<file path="config.mk">
export PLATFORM = sky130hd
export DESIGN_NAME = ovh_spare_validator
export DESIGN_NICKNAME = d
export VERILOG_FILES = /design/src/rtl/ovh_spare_pkg.sv /design/src/rtl/ovh_group_filter.sv /design/src/rtl/ovh_spare_ctrl.sv /design/src/rtl/ovh_spare_dp.sv /design/src/rtl/ovh_spare_validator.sv
export SDC_FILE = /design/constraint.sdc
export NUM_CORES = 1
export LEC_CHECK = 0
export BUFFER_PORTS_ARGS = -buffer_cell sky130_fd_sc_hd__buf_2
export CAP_MARGIN = 10
export CORE_MARGIN = 2
export CORE_UTILIZATION = 55
export DETAILED_ROUTE_END_ITERATION = 8
export PLACE_DENSITY = 0.83
export SYNTH_ARGS = -nofsm -noshare
export SYNTH_HDL_FRONTEND = slang
export SYNTH_SLANG_ARGS = --single-unit
export TNS_END_PERCENT = 5
</file>
<file path="constraint.sdc">
create_clock -name clk -period 7.18 [get_ports clk]
set_input_delay 0.359 -clock clk [delete_from_list [all_inputs] [get_ports clk]]
set_output_delay 0.359 -clock clk [all_outputs]
set_load 0.02 [all_outputs]
</file>
<file path="src/rtl/ovh_spare_pkg.sv">
package ovh_spare_pkg;

  // Push requests issued by the control towards the datapath queue
  typedef struct packed {
    logic pushM4;
    logic pushM56;
  } ctrlStrobe_t;

  localparam logic       ID_M4      = 1'b0;
  localparam logic       ID_M56     = 1'b1;
  localparam logic [7:0] CFG_RESET  = 8'h1E;
  localparam int         CFG_CRC_EN = 7;
  localparam int         CFG_FAR_EN = 5;
  localparam int         CFG_MODE_LO = 3;

endpackage

</file>
<file path="src/rtl/ovh_group_filter.sv">
module ovh_group_filter #(
  parameter int W = 3
) (
  input  logic         clk,
  input  logic         rstN,
  input  logic         sample,
  input  logic [1:0]   mode,
  input  logic [W-1:0] bitsIn,
  output logic [W-1:0] delivered,
  output logic [W-1:0] nextVal,
  output logic         changed
);

  logic [W-1:0]      cand;
  logic [W-1:0][1:0] runLen;
  logic [W-1:0][1:0] runNext;
  logic [1:0]        need;

  always_comb begin
    case (mode)
      2'b01:   need = 2'd1;
      2'b10:   need = 2'd2;
      default: need = 2'd3;
    endcase
  end

  for (genvar i = 0; i < W; i++) begin : g_bit
    always_comb begin
      if (bitsIn[i] != cand[i])   runNext[i] = 2'd1;
      else if (runLen[i] == 2'd3) runNext[i] = 2'd3;
      else                        runNext[i] = runLen[i] + 2'd1;

      if (mode == 2'b00)           nextVal[i] = bitsIn[i];
      else if (runNext[i] >= need) nextVal[i] = bitsIn[i];
      else                         nextVal[i] = delivered[i];
    end

    always_ff @(posedge clk) begin
      if (!rstN) begin
        cand[i]      <= 1'b0;
        runLen[i]    <= 2'd0;
        delivered[i] <= 1'b0;
      end else if (sample) begin
        cand[i]      <= bitsIn[i];
        runLen[i]    <= runNext[i];
        delivered[i] <= nextVal[i];
      end
    end

    // a fresh value never gets through on its first reception in the persistent modes
    AST_NO_SINGLE_SHOT: assert property (@(posedge clk) disable iff (!rstN)
      (sample && mode[1] && (bitsIn[i] != cand[i])) |=> $stable(delivered[i]));
  end

  assign changed = (mode == 2'b00) || (nextVal != delivered);

  AST_TRANSPARENT: assert property (@(posedge clk) disable iff (!rstN)
    (sample && mode == 2'b00) |=> (delivered == $past(bitsIn)));

endmodule

</file>
<file path="src/rtl/ovh_spare_ctrl.sv">
module ovh_spare_ctrl
  import ovh_spare_pkg::*;
(
  input  logic        clk,
  input  logic        rstN,
  input  logic        cfgWe,
  input  logic [7:0]  cfgWdata,
  output logic [7:0]  cfgQ,
  output logic [1:0]  mode,
  input  logic        sfStrobe,
  input  logic        m4Changed,
  input  logic        m56Changed,
  input  logic        crcMismatch,
  input  logic        febeIn,
  output ctrlStrobe_t strobes,
  output logic        nearErr,
  output logic        farErr
);

  logic crcEn;
  logic farEn;

  always_ff @(posedge clk) begin
    if (!rstN) cfgQ <= CFG_RESET;
    else if (cfgWe) cfgQ <= cfgWdata;
  end

  assign crcEn = cfgQ[CFG_CRC_EN];
  assign farEn = cfgQ[CFG_FAR_EN];
  assign mode  = cfgQ[CFG_MODE_LO +: 2];

  always_comb begin
    strobes.pushM4  = sfStrobe && m4Changed;
    strobes.pushM56 = sfStrobe && (m56Changed || (crcEn && crcMismatch) || (farEn && !febeIn));
  end

  // error pulses stay alive for the counters whatever the enables say
  always_ff @(posedge clk) begin
    if (!rstN) begin
      nearErr <= 1'b0;
      farErr  <= 1'b0;
    end else begin
      nearErr <= sfStrobe && crcMismatch;
      farErr  <= sfStrobe && !febeIn;
    end
  end

  AST_NEAR_PULSE_ONE: assert property (@(posedge clk) disable iff (!rstN)
    nearErr |=> !nearErr || $past(sfStrobe));
  AST_FAR_PULSE_ONE: assert property (@(posedge clk) disable iff (!rstN)
    farErr |=> !farErr || $past(sfStrobe));

endmodule

</file>
<file path="src/rtl/ovh_spare_dp.sv">
module ovh_spare_dp
  import ovh_spare_pkg::*;
#(
  parameter int M4_W  = 3,
  parameter int M56_W = 4,
  parameter int DEPTH = 4
) (
  input  logic              clk,
  input  logic              rstN,
  input  logic              sfStrobe,
  input  logic [1:0]        mode,
  input  logic [M4_W-1:0]   m4In,
  input  logic [M56_W-1:0]  m56In,
  input  logic              crcMismatch,
  input  logic              febeIn,
  input  ctrlStrobe_t       strobes,
  input  logic              popReq,
  output logic [M4_W-1:0]   rxM4,
  output logic [M56_W-1:0]  rxM56,
  output logic              m4Changed,
  output logic              m56Changed,
  output logic              qValid,
  output logic              qRegId,
  output logic [M56_W+1:0]  qData,
  output logic              qOverflow
);

  localparam int DW = M56_W + 2;
  localparam int AW = (DEPTH > 1) ? $clog2(DEPTH) : 1;
  localparam int CW = $clog2(DEPTH + 1);

  logic [M4_W-1:0]  m4Next;
  logic [M56_W-1:0] m56Next;

  ovh_group_filter #(.W(M4_W)) u_m4 (
    .clk(clk), .rstN(rstN), .sample(sfStrobe), .mode(mode), .bitsIn(m4In),
    .delivered(rxM4), .nextVal(m4Next), .changed(m4Changed));

  ovh_group_filter #(.W(M56_W)) u_m56 (
    .clk(clk), .rstN(rstN), .sample(sfStrobe), .mode(mode), .bitsIn(m56In),
    .delivered(rxM56), .nextVal(m56Next), .changed(m56Changed));

  // interrupt queue
  logic [DEPTH-1:0]         idMem;
  logic [DEPTH-1:0][DW-1:0] dataMem;
  logic [AW-1:0]            wrPtr, rdPtr;
  logic [CW-1:0]            fill;
  logic                     popDo, acc0, acc1, dropped;
  logic                     firstValid, firstId, secondValid;
  logic [DW-1:0]            m4Entry, m56Entry, firstData;
  int                       room;

  always_comb begin
    m4Entry     = DW'(m4Next);
    m56Entry    = {~crcMismatch, febeIn, m56Next};
    popDo       = popReq && (fill != '0);
    firstValid  = strobes.pushM4 || strobes.pushM56;
    firstId     = strobes.pushM4 ? ID_M4 : ID_M56;
    firstData   = strobes.pushM4 ? m4Entry : m56Entry;
    secondValid = strobes.pushM4 && strobes.pushM56;
    room        = DEPTH - int'(fill) + int'(popDo);
    acc0        = firstValid && (room >= 1);
    acc1        = secondValid && (room >= 2);
    dropped     = (firstValid && !acc0) || (secondValid && !acc1);
  end

  always_ff @(posedge clk) begin
    if (!rstN) begin
      wrPtr     <= '0;
      rdPtr     <= '0;
      fill      <= '0;
      qOverflow <= 1'b0;
      idMem     <= '0;
      dataMem   <= '0;
    end else begin
      if (acc0) begin
        idMem[wrPtr]   <= firstId;
        dataMem[wrPtr] <= firstData;
      end
      if (acc1) begin
        idMem[AW'(wrPtr + 1'b1)]   <= ID_M56;
        dataMem[AW'(wrPtr + 1'b1)] <= m56Entry;
      end
      wrPtr <= AW'(wrPtr + AW'(acc0) + AW'(acc1));
      rdPtr <= AW'(rdPtr + AW'(popDo));
      fill  <= CW'(fill - CW'(popDo) + CW'(acc0) + CW'(acc1));
      if (dropped) qOverflow <= 1'b1;
    end
  end

  assign qValid = (fill != '0);
  assign qRegId = idMem[rdPtr];
  assign qData  = dataMem[rdPtr];

  AST_NO_OVERFLOW: assert property (@(posedge clk) disable iff (!rstN)
    int'(fill) <= DEPTH);
  AST_OVF_STICKY: assert property (@(posedge clk) disable iff (!rstN)
    qOverflow |=> qOverflow);
  AST_QUIET_BETWEEN: assert property (@(posedge clk) disable iff (!rstN)
    !sfStrobe |=> ($stable(rxM4) && $stable(rxM56) && !$rose(fill != '0)));
  AST_POP_ONE: assert property (@(posedge clk) disable iff (!rstN)
    (popReq && qValid && !strobes.pushM4 && !strobes.pushM56) |=> (fill == $past(fill) - 1'b1));

endmodule

</file>
<file path="src/rtl/ovh_spare_validator.sv">
module ovh_spare_validator
  import ovh_spare_pkg::*;
#(
  parameter int M4_W  = 3,
  parameter int M56_W = 4,
  parameter int DEPTH = 4
) (
  input  logic              clk,
  input  logic              rstN,
  input  logic              cfgWe,
  input  logic [7:0]        cfgWdata,
  output logic [7:0]        cfgQ,
  input  logic              sfStrobe,
  input  logic [M4_W-1:0]   m4In,
  input  logic [M56_W-1:0]  m56In,
  input  logic              crcMismatch,
  input  logic              febeIn,
  output logic [M4_W-1:0]   rxM4,
  output logic [M56_W-1:0]  rxM56,
  input  logic              popReq,
  output logic              qValid,
  output logic              qRegId,
  output logic [M56_W+1:0]  qData,
  output logic              qOverflow,
  output logic              nearErr,
  output logic              farErr
);

  ctrlStrobe_t strobes;
  logic [1:0]  mode;
  logic        m4Changed, m56Changed;

  ovh_spare_ctrl u_ctrl (
    .clk(clk), .rstN(rstN), .cfgWe(cfgWe), .cfgWdata(cfgWdata), .cfgQ(cfgQ),
    .mode(mode), .sfStrobe(sfStrobe), .m4Changed(m4Changed), .m56Changed(m56Changed),
    .crcMismatch(crcMismatch), .febeIn(febeIn), .strobes(strobes),
    .nearErr(nearErr), .farErr(farErr));

  ovh_spare_dp #(.M4_W(M4_W), .M56_W(M56_W), .DEPTH(DEPTH)) u_dp (
    .clk(clk), .rstN(rstN), .sfStrobe(sfStrobe), .mode(mode), .m4In(m4In),
    .m56In(m56In), .crcMismatch(crcMismatch), .febeIn(febeIn), .strobes(strobes),
    .popReq(popReq), .rxM4(rxM4), .rxM56(rxM56), .m4Changed(m4Changed),
    .m56Changed(m56Changed), .qValid(qValid), .qRegId(qRegId), .qData(qData),
    .qOverflow(qOverflow));

  AST_M4_AHEAD: assert property (@(posedge clk) disable iff (!rstN)
    (strobes.pushM4 && strobes.pushM56 && !qValid) |=> (qValid && qRegId == ID_M4));

endmodule

</file>
==> metrics.md <==
| Metric | Value |
|---|---|
| Share of layout cells above drive strength 1 | `0.192` |
| Peak supply drop | `0.221 mV` |
| Mapped Area | `4190 sq um` |
| R2r setup slk | `2.83 ns` |
| Rel. slew slack | `0.237` |
| Critical Path AT | `4.60 ns` |
| Vias per cell | `5.74` |
| Clock power share | `0.242` |
| Top Family by Delay on Critical Path | `adder cells` |
| First-pass GRT wire length | `15.0 mm` |
| Final HPWL DP | `6.46 mm` |
| Post-synth EDFFs | `0` |
| Hold_sp | `cfgWdata[3]` |
| YS warnings | `0` |
| Post-CTS resize count | `0` |
| Fill cells | `604` |
| Clock Sinks | `74` |
| Min-delay worst type | `in2reg` |
| Post-synth top area share | `0.354` |
| Initial antenna violation count | `0` |
| I/O Buffers | `47` |
| Post-Synth Adder-Cell Area | `0.0920` |
| H-tree Lvls | `3` |
| Starting density of the core | `0.571` |
| Clock Root Buffer | `clkbuf_8` |
| WP data required | `7.43 ns` |
| Fmax | `230 MHz` |
| Remaining Overflow, GRT | `0` |
| Launching point of the worst reg2reg path | `u_dp.fill[0]$_SDFF_PN0_` |
| Worst path depth | `19` |
| CP max-delay cell | `dfxtp_1` |
| Area growth from synthesis to layout | `10.6%` |
| XOR/XNOR Fraction of Synth Area | `0.0356` |
| Routed Antenna Nets | `0` |
| Reg2reg path depth | `19` |
| Final setup vio count | `0` |
| Seq/Total Area, Yosys | `0.354` |
| FF-to-FF End | `u_dp.fill[1]$_SDFF_PN0_` |
| Internal power | `0.788 mW` |
| Total Routing Usage GR | `0.224` |
| TritonRoute pass-1 iters | `4` |
| Mux contribution to synthesized area | `0.123` |
| Clock transition at the registers of the reported paths | `0.08 ns` |
| Crit path kind | `reg2reg` |
| CP Cell Sequence | `inv_1 > ha_1 > ha_1 > nor2b_1 > ha_1 > and3b_1 > nand2_1 > ha_1 > and4b_1 > nand4_1 > a21oi_1 > nor2b_1 > nor3_1 > inv_1 > ha_1 > fa_1 > inv_1 > fa_1 > and2_1` |
| CP endpoint kind | `flop` |
| Clock latency on the worst-skew pair | `0.36 ns` |
| Synth top area cells | `dfxtp_1, ha_1, mux2i_1` |
| DRC violations left | `0` |
| CP startpoint kind | `flop` |
| Ratio of final minimum period to clock period | `0.606` |
| Placer congestion estimate | `0.835` |
| Fin Setup TNS | `0 ns` |
| Antenna Cells | `0` |
| Most used cell, CP | `ha_1` |
| Synth area leader | `dfxtp_1` |
| Chip width | `91.3 microns` |
| Die Footprint | `8330 sq um` |
| Post-cts hold buffer count | `0` |
| Ys async rst share | `0` |
| Pwr dens | `272 nW/um^2` |
| Hold Vio Cnt, Final | `0` |
| Post-Synth Simple-Gate Area | `0.222` |
| Bufs and invs on worst path | `3` |
| Synthesized Nets | `488` |
| Rows | `31` |
| Crit-path max FO | `4` |
| Pleak | `2.02 nW` |
| Max Root-Sink Buffers | `2` |
| Clk_skew | `0.0135 ns` |
| Combinational group share of total power | `0.355` |
| P_sw | `0.470 mW` |
| DR iter-0 viols | `196` |
| Largest net degree at the start of global routing | `78` |
| Mapped Avg Cell Area | `9.58 sq um` |
| CORE AREA | `7330 sq um` |
| CP max stage delay | `0.41 ns` |
| NumNets Final | `525` |
| DR WL/cell | `15.4 microns` |
| Compound-gate portion of the synthesized area | `0.137` |
| Tmin final | `4.35 ns` |
| Post-CTS Setup Inserts | `0` |
| Sw Share | `0.374` |
| Final non-filler cell total | `578` |
| Flops & latches, synth | `74` |
| Via count | `3315` |
| Placed insts | `562` |
| Worst Hold Path EP | `u_ctrl.cfgQ[3]$_SDFFE_PN1P_` |
| Ys flop type | `dfxtp_1` |
| Largest family of logic cells by synthesized area | `simple AND/OR/NAND/NOR gates` |
| RSZ-0062 raised after global routing | `no` |
| CTS tree | `built` |
| Die height | `91.3 microns` |
| Cts bufs inserted | `9` |
| Vias in the first global route | `3245` |
| Final WL | `8.92 mm` |
| I/O pin cnt | `48` |
| Sequential Power Share | `0.403` |
| Max-cap violations | `0` |
| Outcome | `finished, final reports clean` |
| WHS Path Cells | `3` |
| Cells after Synth | `437` |
| Worst-Margin Slew | `1.15 ns` |
| Netlist cell types | `52` |
| Pins Over Slew Limit | `0` |
-- cells in the final DEF, fill, tap and decap left out, types with 4 or more instances in the layout --
cell type | synthesis | final
dfxtp_1 | 74 | 74
inv_1 | 15 | 15
mux2_2 | 6 | 6
o211a_1 | 7 | 7
mux4_2 | 7 | 7
nand3_2 | 4 | 4
o21a_1 | 6 | 6
clkbuf_8 | 0 | 9
nor3b_1 | 8 | 8
or2_1 | 12 | 12
o21ai_0 | 13 | 13
mux2i_1 | 29 | 29
nand3_1 | 7 | 7
and2_1 | 12 | 12
nor2_1 | 20 | 20
a21boi_0 | 4 | 4
nand2_1 | 39 | 39
ha_1 | 26 | 26
a32o_1 | 9 | 9
nor2b_1 | 31 | 31
a31oi_1 | 12 | 12
buf_2 | 0 | 47
nand2b_1 | 10 | 10
xor2_1 | 15 | 15
a21oi_1 | 5 | 5
-- state kept, by name, summed over array words and instances, names as in the netlist, 2 cells and up --
name                  cells
u_dp.fill                 3
u_ctrl.cfgQ               8
u_dp.u_m56.delivered      4
u_dp.u_m56.runLen         8
u_dp.u_m4.cand            3
u_dp.dataMem             24
u_dp.u_m4.delivered       3
u_dp.rdPtr                2
u_dp.u_m4.runLen          6
u_dp.wrPtr                2
u_dp.idMem                4
u_dp.u_m56.cand           4
-- routing by layer --
layer / part of all wire / GRT usage / wire, microns
met5: 0 / 0 / 0
met4: 0.013 / 0.0581 / 112
met3: 0.051 / 0.0614 / 452
met2: 0.49 / 0.393 / 4390
met1: 0.44 / 0.269 / 3970
-- worst max-delay path by stage --
| stage | slack, ns | end | startpoint |
|---|---|---|---|
| final | 2.83 | u_dp.fill[1]$_SDFF_PN0_ | u_dp.fill[0]$_SDFF_PN0_ |
| after detailed placement | 2.89 | u_dp.fill[1]$_SDFF_PN0_ | u_dp.fill[0]$_SDFF_PN0_ |
| after global placement | 3.13 | u_dp.fill[1]$_SDFF_PN0_ | u_dp.fill[0]$_SDFF_PN0_ |
| after floorplan | 3.30 | u_dp.fill[1]$_SDFF_PN0_ | u_dp.fill[0]$_SDFF_PN0_ |
| after global routing | 2.56 | u_dp.fill[1]$_SDFF_PN0_ | u_dp.fill[0]$_SDFF_PN0_ |
| after CTS | 2.82 | u_dp.fill[1]$_SDFF_PN0_ | u_dp.fill[0]$_SDFF_PN0_ |
-- synth_stat cells (8+ instances only) --
cell	n
a31oi_1	12
a32o_1	9
and2_1	12
clkbuf_1	14
dfxtp_1	74
ha_1	26
inv_1	15
mux2i_1	29
nand2_1	39
nand2b_1	10
nor2_1	20
nor2b_1	31
nor3b_1	8
o21ai_0	13
or2_1	12
xor2_1	15
-- power by group through the flow --
stage,sequential [mW],clock (mW),combinational (mW)
after floorplan,0.503,0,0.345
after global placement,0.513,0,0.418
after detailed placement,0.516,0,0.439
after CTS,0.507,0.310,0.447
after global routing,0.515,0.327,0.498
final,0.507,0.305,0.446
-- metrics by stage --
| stage | power, mW | area, sq um | setup WS (ns) | util | hold WS, ns |
|---|---|---|---|---|---|
| 6_report | 1.26 | 4630 | 2.83 | 0.632 | 0.218 |
| 5_1_grt | 1.34 | 4630 | 2.56 | 0.632 | 0.215 |
| 4_1_cts | 1.26 | 4630 | 2.82 | 0.632 | 0.206 |
| 3_5_place_dp | 0.955 | 4450 | 2.89 | 0.607 | 0.452 |
| 3_3_place_gp | 0.931 | 4450 | 3.13 | 0.607 | 0.449 |
| 2_1_floorplan | 0.848 | 4190 | 3.30 | - | 0.443 |
-- area by class of cell --
cell class / count / area (sq um) / share of cell area
multi-input cells: 327 / 2550 / 0.551
well taps: 99 / 124 / 0.0267
clock buffers: 9 / 124 / 0.0267
repair buffers: 47 / 235 / 0.0508
inverters: 15 / 56.3 / 0.0122
flip-flops and latches: 74 / 1480 / 0.320
clock inverters: 7 / 60.1 / 0.0130
-- worst register-to-register path, cell delays in order (launching register included) --
cell and delay [ns]:
dfxtp_1 0.41, inv_1 0.11, ha_1 0.21, ha_1 0.20, nor2b_1 0.27, ha_1 0.27
and3b_1 0.21, nand2_1 0.06, ha_1 0.27, and4b_1 0.22, nand4_1 0.09, a21oi_1 0.06
nor2b_1 0.15, nor3_1 0.27, inv_1 0.09, ha_1 0.31, fa_1 0.38, inv_1 0.09
fa_1 0.41, and2_1 0.16
-- kinds of logic (layout without fill, tap and decap cells) --
group	Yosys count	after routing
simple gates	163	163
compound gates	76	76
flops	74	74
mux	42	42
buf+inv	36	78
fa+ha+maj	29	29
xor+xnor	17	17
No activity file was read; power rests on OpenSTA's default activity.
